`src/rtl/eta_pkg.sv`:
```
package eta_pkg;
  localparam int unsigned CODE_W   = 7;
  localparam int          CODE_MAX = 2 ** (CODE_W - 1) - 1;

  typedef logic signed [CODE_W-1:0] code_t;

  typedef enum logic [2:0] {
    ST_ACQ_HI = 3'd1,
    ST_ACQ_LO = 3'd2,
    ST_LO_UP  = 3'd3,
    ST_HI_DN  = 3'd4,
    ST_HI_UP  = 3'd5,
    ST_LO_DN  = 3'd6
  } st_e;

  function automatic code_t step_sat(code_t v, logic up);
    code_t lim;
    lim = up ? code_t'(CODE_MAX) : code_t'(-CODE_MAX);
    if (v == lim) return v;
    return up ? code_t'(v + code_t'(1)) : code_t'(v - code_t'(1));
  endfunction
endpackage

```
`src/rtl/eta_tally.sv`:
```
module eta_tally #(
  parameter int NSYM  = 8,
  parameter int WORDS = 128,
  localparam int TOT   = NSYM * WORDS,
  localparam int CNT_W = $clog2(TOT + 1)
) (
  input  logic             clk_i,
  input  logic             rst_ni,
  input  logic             valid_i,
  input  logic [NSYM-1:0]  err_i,
  input  logic [NSYM-1:0]  ref_i,
  output logic             done_o,
  output logic [CNT_W-1:0] ones_o,
  output logic [CNT_W-1:0] mis_o
);
  localparam int WC_W = (WORDS > 1) ? $clog2(WORDS) : 1;
  localparam int PC_W = $clog2(NSYM + 1);

  logic [NSYM-1:0]  diff;
  logic [PC_W-1:0]  pop_err, pop_mis;
  logic [WC_W-1:0]  wcnt_q;
  logic [CNT_W-1:0] acc_err_q, acc_mis_q;

  for (genvar g = 0; g < NSYM; g++) begin : g_diff
    assign diff[g] = err_i[g] ^ ref_i[g];
  end

  always_comb begin
    pop_err = '0;
    pop_mis = '0;
    for (int i = 0; i < NSYM; i++) begin
      pop_err = pop_err + PC_W'(err_i[i]);
      pop_mis = pop_mis + PC_W'(diff[i]);
    end
  end

  assign done_o = valid_i && (wcnt_q == WC_W'(WORDS - 1));
  assign ones_o = acc_err_q + CNT_W'(pop_err);
  assign mis_o  = acc_mis_q + CNT_W'(pop_mis);

  always_ff @(posedge clk_i or negedge rst_ni) begin
    if (!rst_ni) begin
      wcnt_q    <= '0;
      acc_err_q <= '0;
      acc_mis_q <= '0;
    end else if (valid_i) begin
      if (done_o) begin
        wcnt_q    <= '0;
        acc_err_q <= '0;
        acc_mis_q <= '0;
      end else begin
        wcnt_q    <= wcnt_q + WC_W'(1);
        acc_err_q <= ones_o;
        acc_mis_q <= mis_o;
      end
    end
  end
endmodule

```
`src/rtl/eta_seq.sv`:
```
module eta_seq
  import eta_pkg::*;
#(
  parameter int TOT     = 1024,
  parameter int CNT_W   = 11,
  parameter int TIMEOUT = 40
) (
  input  logic             clk_i,
  input  logic             rst_ni,
  input  logic             done_i,
  input  logic [CNT_W-1:0] ones_i,
  input  logic [CNT_W-1:0] mis_i,
  output st_e              st_o,
  output code_t            top_o,
  output code_t            bot_o,
  output code_t            err_o,
  output logic             ref_hi_o
);
  localparam int    STEP_W = $clog2(TIMEOUT + 1);
  localparam code_t C_MAX  = code_t'(CODE_MAX);
  localparam code_t C_MIN  = code_t'(-CODE_MAX);

  st_e   st_q;
  code_t top_q, bot_q, err_q, e3_q, e4_q, e5_q;
  logic [STEP_W-1:0] steps_q;

  logic  up, at_lim, tmo, fin, q_ones, q_zeros;
  code_t err_up, err_dn, err_nxt, neg_err, mid_lo, mid_hi;
  logic signed [CODE_W:0] sum_lo, sum_hi;

  assign up      = (st_q == ST_LO_UP) || (st_q == ST_HI_UP);
  assign at_lim  = up ? (err_q == C_MAX) : (err_q == C_MIN);
  assign tmo     = (steps_q == STEP_W'(TIMEOUT));
  assign fin     = (mis_i != '0) || at_lim || tmo;
  assign q_ones  = (int'(ones_i) * 4) <= TOT;
  assign q_zeros = ((TOT - int'(ones_i)) * 4) <= TOT;
  assign err_up  = step_sat(err_q, 1'b1);
  assign err_dn  = step_sat(err_q, 1'b0);
  assign err_nxt = up ? err_up : err_dn;
  assign neg_err = -err_q;

  // midpoints of the two edge pairs, floor division
  assign sum_lo = {e3_q[CODE_W-1], e3_q} + {err_q[CODE_W-1], err_q};
  assign sum_hi = {e4_q[CODE_W-1], e4_q} + {e5_q[CODE_W-1], e5_q};
  assign mid_lo = code_t'(sum_lo >>> 1);
  assign mid_hi = code_t'(sum_hi >>> 1);

  always_ff @(posedge clk_i or negedge rst_ni) begin
    if (!rst_ni) begin
      st_q    <= ST_ACQ_HI;
      top_q   <= code_t'(1);
      bot_q   <= '0;
      err_q   <= '0;
      e3_q    <= '0;
      e4_q    <= '0;
      e5_q    <= '0;
      steps_q <= '0;
    end else if (done_i) begin
      unique case (st_q)
        ST_ACQ_HI: begin
          if (q_ones || top_q == C_MAX) begin
            st_q  <= ST_ACQ_LO;
            err_q <= neg_err;
            bot_q <= step_sat(neg_err, 1'b0);
          end else begin
            top_q <= step_sat(top_q, 1'b1);
            err_q <= err_up;
            bot_q <= step_sat(bot_q, 1'b0);
          end
        end
        ST_ACQ_LO: begin
          if (q_zeros || bot_q == C_MIN) begin
            st_q    <= ST_LO_UP;
            err_q   <= bot_q;
            steps_q <= '0;
          end else begin
            err_q <= err_dn;
            bot_q <= step_sat(err_dn, 1'b0);
          end
        end
        default: begin
          if (fin) begin
            steps_q <= '0;
            unique case (st_q)
              ST_LO_UP: begin e3_q <= err_q; st_q <= ST_HI_DN; err_q <= top_q; end
              ST_HI_DN: begin e4_q <= err_q; st_q <= ST_HI_UP; err_q <= top_q; end
              ST_HI_UP: begin e5_q <= err_q; st_q <= ST_LO_DN; err_q <= bot_q; end
              default: begin
                bot_q <= mid_lo;
                top_q <= mid_hi;
                err_q <= mid_lo;
                st_q  <= ST_LO_UP;
              end
            endcase
          end else begin
            err_q   <= err_nxt;
            steps_q <= steps_q + STEP_W'(1);
          end
        end
      endcase
    end
  end

  assign st_o     = st_q;
  assign top_o    = top_q;
  assign bot_o    = bot_q;
  assign err_o    = err_q;
  assign ref_hi_o = (st_q == ST_HI_DN) || (st_q == ST_HI_UP);
endmodule

```
`src/rtl/eta_smag.sv`:
```
module eta_smag #(
  parameter int W = 7
) (
  input  logic signed [W-1:0] code_i,
  output logic        [W-1:0] smag_o
);
  logic signed [W-1:0] neg;
  assign neg    = -code_i;
  assign smag_o = code_i[W-1] ? {1'b1, neg[W-2:0]} : {1'b0, code_i[W-2:0]};
endmodule

```
`src/rtl/eye_thresh_adapt.sv`:
```
module eye_thresh_adapt
  import eta_pkg::*;
#(
  parameter int NSLICE   = 4,
  parameter int DEPTH    = 2,
  parameter int WIN_SYMS = 256,
  parameter int TIMEOUT  = 40,
  localparam int NSYM    = NSLICE * DEPTH
) (
  input  logic              clk_i,
  input  logic              rst_ni,
  input  logic              valid_i,
  input  logic [NSYM-1:0]   hi_i,
  input  logic [NSYM-1:0]   lo_i,
  input  logic [NSYM-1:0]   err_i,
  output logic [CODE_W-1:0] th_hi_o,
  output logic [CODE_W-1:0] th_lo_o,
  output logic [CODE_W-1:0] th_err_o,
  output logic [2:0]        state_o
);
  localparam int WORDS = WIN_SYMS / DEPTH;
  localparam int TOT   = NSYM * WORDS;
  localparam int CNT_W = $clog2(TOT + 1);

  logic             win_done, ref_hi;
  logic [NSYM-1:0]  ref_vec;
  logic [CNT_W-1:0] ones, mis;
  st_e              st;
  code_t            code_a [3];
  logic [CODE_W-1:0] smag_a [3];

  assign ref_vec = ref_hi ? hi_i : lo_i;

  eta_tally #(.NSYM(NSYM), .WORDS(WORDS)) u_tally (
    .clk_i, .rst_ni, .valid_i,
    .err_i, .ref_i(ref_vec),
    .done_o(win_done), .ones_o(ones), .mis_o(mis)
  );

  eta_seq #(.TOT(TOT), .CNT_W(CNT_W), .TIMEOUT(TIMEOUT)) u_seq (
    .clk_i, .rst_ni,
    .done_i(win_done), .ones_i(ones), .mis_i(mis),
    .st_o(st), .top_o(code_a[0]), .bot_o(code_a[1]), .err_o(code_a[2]),
    .ref_hi_o(ref_hi)
  );

  for (genvar g = 0; g < 3; g++) begin : g_enc
    eta_smag #(.W(CODE_W)) u_enc (.code_i(code_a[g]), .smag_o(smag_a[g]));
  end

  assign th_hi_o  = smag_a[0];
  assign th_lo_o  = smag_a[1];
  assign th_err_o = smag_a[2];
  assign state_o  = st;
endmodule

```
`config.mk`:
```
export PLATFORM = sky130hd
export DESIGN_NAME = eye_thresh_adapt
export DESIGN_NICKNAME = d
export VERILOG_FILES = /design/src/rtl/eta_pkg.sv /design/src/rtl/eta_tally.sv /design/src/rtl/eta_seq.sv /design/src/rtl/eta_smag.sv /design/src/rtl/eye_thresh_adapt.sv
export SDC_FILE = /design/constraint.sdc
export NUM_CORES = 1
export LEC_CHECK = 0
export CORE_UTILIZATION = 45
export CTS_CLUSTER_SIZE = 10
export DETAILED_ROUTE_END_ITERATION = 7
export PLACE_DENSITY = 0.65
export RECOVER_POWER = 100
export SYNTH_ARGS = -nofsm -noshare
export SYNTH_HDL_FRONTEND = slang
export SYNTH_HIERARCHICAL = 1
export SYNTH_SLANG_ARGS = --single-unit
```
`constraint.sdc`:
```
create_clock -name clk_i -period 18.6 [get_ports clk_i]
set_clock_uncertainty 0.15 [all_clocks]
set_input_delay 4.65 -clock clk_i [delete_from_list [all_inputs] [get_ports clk_i]]
set_output_delay 4.65 -clock clk_i [all_outputs]
set_load 0.03 [all_outputs]
```
==> impl_metrics.json <==
{
  "yosys.area.top_type": "dfrtp_1",
  "layout_setup_ws_ps": 7280,
  "netlist_instances": 877,
  "async_flop_share_pct": 100,
  "crit_top_cell": "fa_1",
  "first_global_vias": 6204,
  "final_area_um2": 8300,
  "dieArea_um2": 17300,
  "clk_latency_ps": 360,
  "synthSimpleGateAreaFrac_pct": 20.1,
  "dp_hpwl_mm": 14.8,
  "top_regs": "u_tally/acc_err_q: 11 flops, u_tally/acc_mis_q: 11 flops",
  "worstHoldPathCells": 1,
  "holdPathEnd": "u_seq/steps_q[5]",
  "placed_cell_area_um2": 8070,
  "cts-hold-fix-buffers": 0,
  "cts.sinks": 80,
  "htree_levels": 3,
  "gp_congestion": 0.916,
  "ys_seq_area_share_pct": 26.6,
  "peakVddDrop_mv": 0.0647,
  "final_antenna_net_count": 0,
  "synth_edf_count": 0,
  "finalNonFillerCells": 1113,
  "synth_area_um2": 7540,
  "synth.mux.area_fraction_pct": 6.02,
  "ctsResizeCount": 0,
  "final_common_cell": "nand2_1",
  "p_per_area_nw_per_um2": 114,
  "critPathMaxFanout": 15,
  "reg2reg_to": "u_seq/bot_o[1]",
  "worstPathCellList": "dlygate4sd3_1 -> mux2_1 -> xnor2_1 -> fa_1 -> inv_1 -> fa_1 -> inv_1 -> fa_1 -> fa_1 -> nor2b_1 -> o2111a_1 -> o21ba_1 -> nand3_1 -> xnor2_1 -> nor3_1 -> nand3_1 -> a211o_1 -> nor3_1 -> a311oi_1 -> o2111ai_1 -> o211a_1",
  "synth_fa_ha_area_share_pct": 9.39,
  "ys.flop_type": "dfrtp_1",
  "final.period_utilization_pct": 60.9,
  "grt_max_degree": 64,
  "worstSetupPathType": "primary input to flop",
  "grt-ovfl-total": 0,
  "yosysWarningCount": 6,
  "hp-class": "flop to flop",
  "synth_top_family_by_area": "compound AO/OA/AOI/OAI gates",
  "post-cts-setup-buffer-count": 0,
  "drive_gt1_share_pct": 8.47,
  "num_rows": 46,
  "clockRootBuffer": "clkbuf_16",
  "crit_slowest_cell": "a311oi_1",
  "die_x_um": 131,
  "p_sw_share_pct": 42.9,
  "p_clk_share_pct": 21.2,
  "mostFrequentLayoutCells": "nand2_1, dfrtp_1, nor2_1",
  "drt_drc_violations_left": 0,
  "dpl_worst_slack_ps": 8160,
  "power.total_w": 0.000945,
  "hold_start": "u_seq/steps_q[5]",
  "wl_mm": 20.9,
  "critPathRequiredTime_ps": 18700,
  "numCtsBuffers": 9,
  "grt_use_total_pct": 24.4,
  "reg2reg_slack_ps": 10470,
  "r2r_start": "u_seq/st_o[2]",
  "dr.pass1.iters": 5,
  "syn_avg_cell_area_um2": 8.60,
  "finalSetupViolCount": 0,
  "p_int_w": 0.000540,
  "violations": "max-capacitance violations, max-slew violations",
  "worstMarginPinSlew_ps": 3560,
  "fin_nets": 969,
  "hold_viol": 0,
  "antenna_found_initial": 0,
  "maxCapViolations": 3,
  "synth-compound-area-share_pct": 23.7,
  "crit_arrival_ps": 11420,
  "slew_headroom_pct": -137,
  "combPwrFrac_pct": 51.4,
  "outcome": "finished with violations",
  "io_pins": 51,
  "grt_pass1_wl_mm": 33.5,
  "ys_seq_elements": 80,
  "critPathCaptureType": "flop",
  "synthXorXnorAreaFrac_pct": 7.41,
  "yosysTopAreaCellShare_pct": 25.9,
  "start_util_pct": 46.8,
  "vias": 6787,
  "rsz0062_at_grt": "no",
  "antennaDiodeCount": 0,
  "min_period_ps": 11320,
  "synth_cell_types": 102,
  "synth.top_cells.by_area": "dfrtp_1, ha_1, xnor2_1, nand2_1, o21ai_0",
  "core_area_um2": 16100,
  "syn_to_final_growth_pct": 10.0,
  "drtIter0Drc": 768,
  "max-clock-path-buffers": 2,
  "drt-wirelength-per-cell_um": 18.8,
  "viasPerCell": 6.10,
  "power.leakage_nw": 3.60,
  "port_buffers": 50,
  "cts_tree": "done",
  "mappedNetlistNets": 954,
  "setup_tns_ps": 0,
  "sequentialPowerShare_pct": 27.4,
  "dp.cells": 1097,
  "rr_worst_depth": 22,
  "cpPeakStageDelay_ps": 1240,
  "switching_power_w": 0.000405,
  "fp.dieH_um": 131,
  "fmax_ghz": 0.0883,
  "clkTransAtPathRegs_ps": 60,
  "slew_viol_final": 125,
  "startpoint_type": "primary input"
}
## synthesized netlist by cell type, drive strengths merged (7+ instances only)
cell type,count
nand2,82
dfrtp,78
nor2,67
o21ai,62
inv,50
xnor2,47
a21oi,43
ha,39
nand3,34
buf,29
mux2,27
clkbuf,24
o31ai,16
xor2,16
nor3,15
nand2b,14
nor2b,14
a31oi,13
o21a,13
mux2i,12
fa,11
a22o,10
and3,10
nand4,10
o211ai,8
a211oi,7
nor4,7
o311ai,7
## through the flow
| step | util, % | hold slack [ps] |
|---|---|---|
| floorplan | - | 298 |
| global placement | 50.1 | 326 |
| detailed placement | 50.1 | 326 |
| CTS | 52.1 | 342 |
| global route | 51.5 | 362 |
| finish | 51.5 | 342 |
## cells by family (layout without fill, tap and decap cells)
family                     after synthesis  in the layout
DFF                                     80             80
xor gates and xnor gates                63             63
AOI/OAI and AO/OA                      252            252
and+or+nand+nor                        288            288
muxes                                   39             39
buffers and inverters                  105            125
adders and majority gates               50             50
## power by group through the flow
stage	logic (W)	registers, W	clock network [W]
after floorplan	0.000380	0.000243	0
after global placement	0.000483	0.000260	0
after detailed placement	0.000484	0.000261	0
after CTS	0.000487	0.000258	0.000203
after global routing	0.000535	0.000264	0.000210
final	0.000486	0.000258	0.000200
## per-layer routing
layer  up-vias  wire, µm  global-route usage, %
li1       3222         -                      -
met1      3289      9790                   34.8
met2       245      9330                   37.0
met3        31      1370                   3.67
met4         0       428                   8.85
met5         -         0                      0
## cell type report
cell class,count,area (µm²)
inverter,52,196
sequential,80,2000
fill,1569,7820
clock inverter,4,76.3
tap,216,270
timing repair buffer,57,543
clock buffer,12,246
multi-input combinational,692,4960
## how the worst max path moves through the flow
stage / startpoint / end / slack (ps) / cells past startpoint
6_report: hi_i[0] / u_seq/bot_o[1] / 7280 / 21
5_1_grt: hi_i[0] / u_seq/bot_o[1] / 6880 / 21
4_1_cts: lo_i[0] / u_seq/top_o[5] / 8480 / 20
3_5_place_dp: lo_i[0] / u_seq/top_o[5] / 8160 / 20
3_3_place_gp: lo_i[0] / u_seq/top_o[5] / 8250 / 20
2_1_floorplan: lo_i[0] / u_seq/err_o[0] / 8970 / 21
## worst max-delay path: cells and delay by family
kind | cells | cell delay (ps)
buf+inv | 3 | 640
fa+ha+maj | 4 | 2020
simple gates | 5 | 740
compound gates | 6 | 2730
xor+xnor | 2 | 330
mux | 1 | 310
Power figures use the tool's default switching activity.
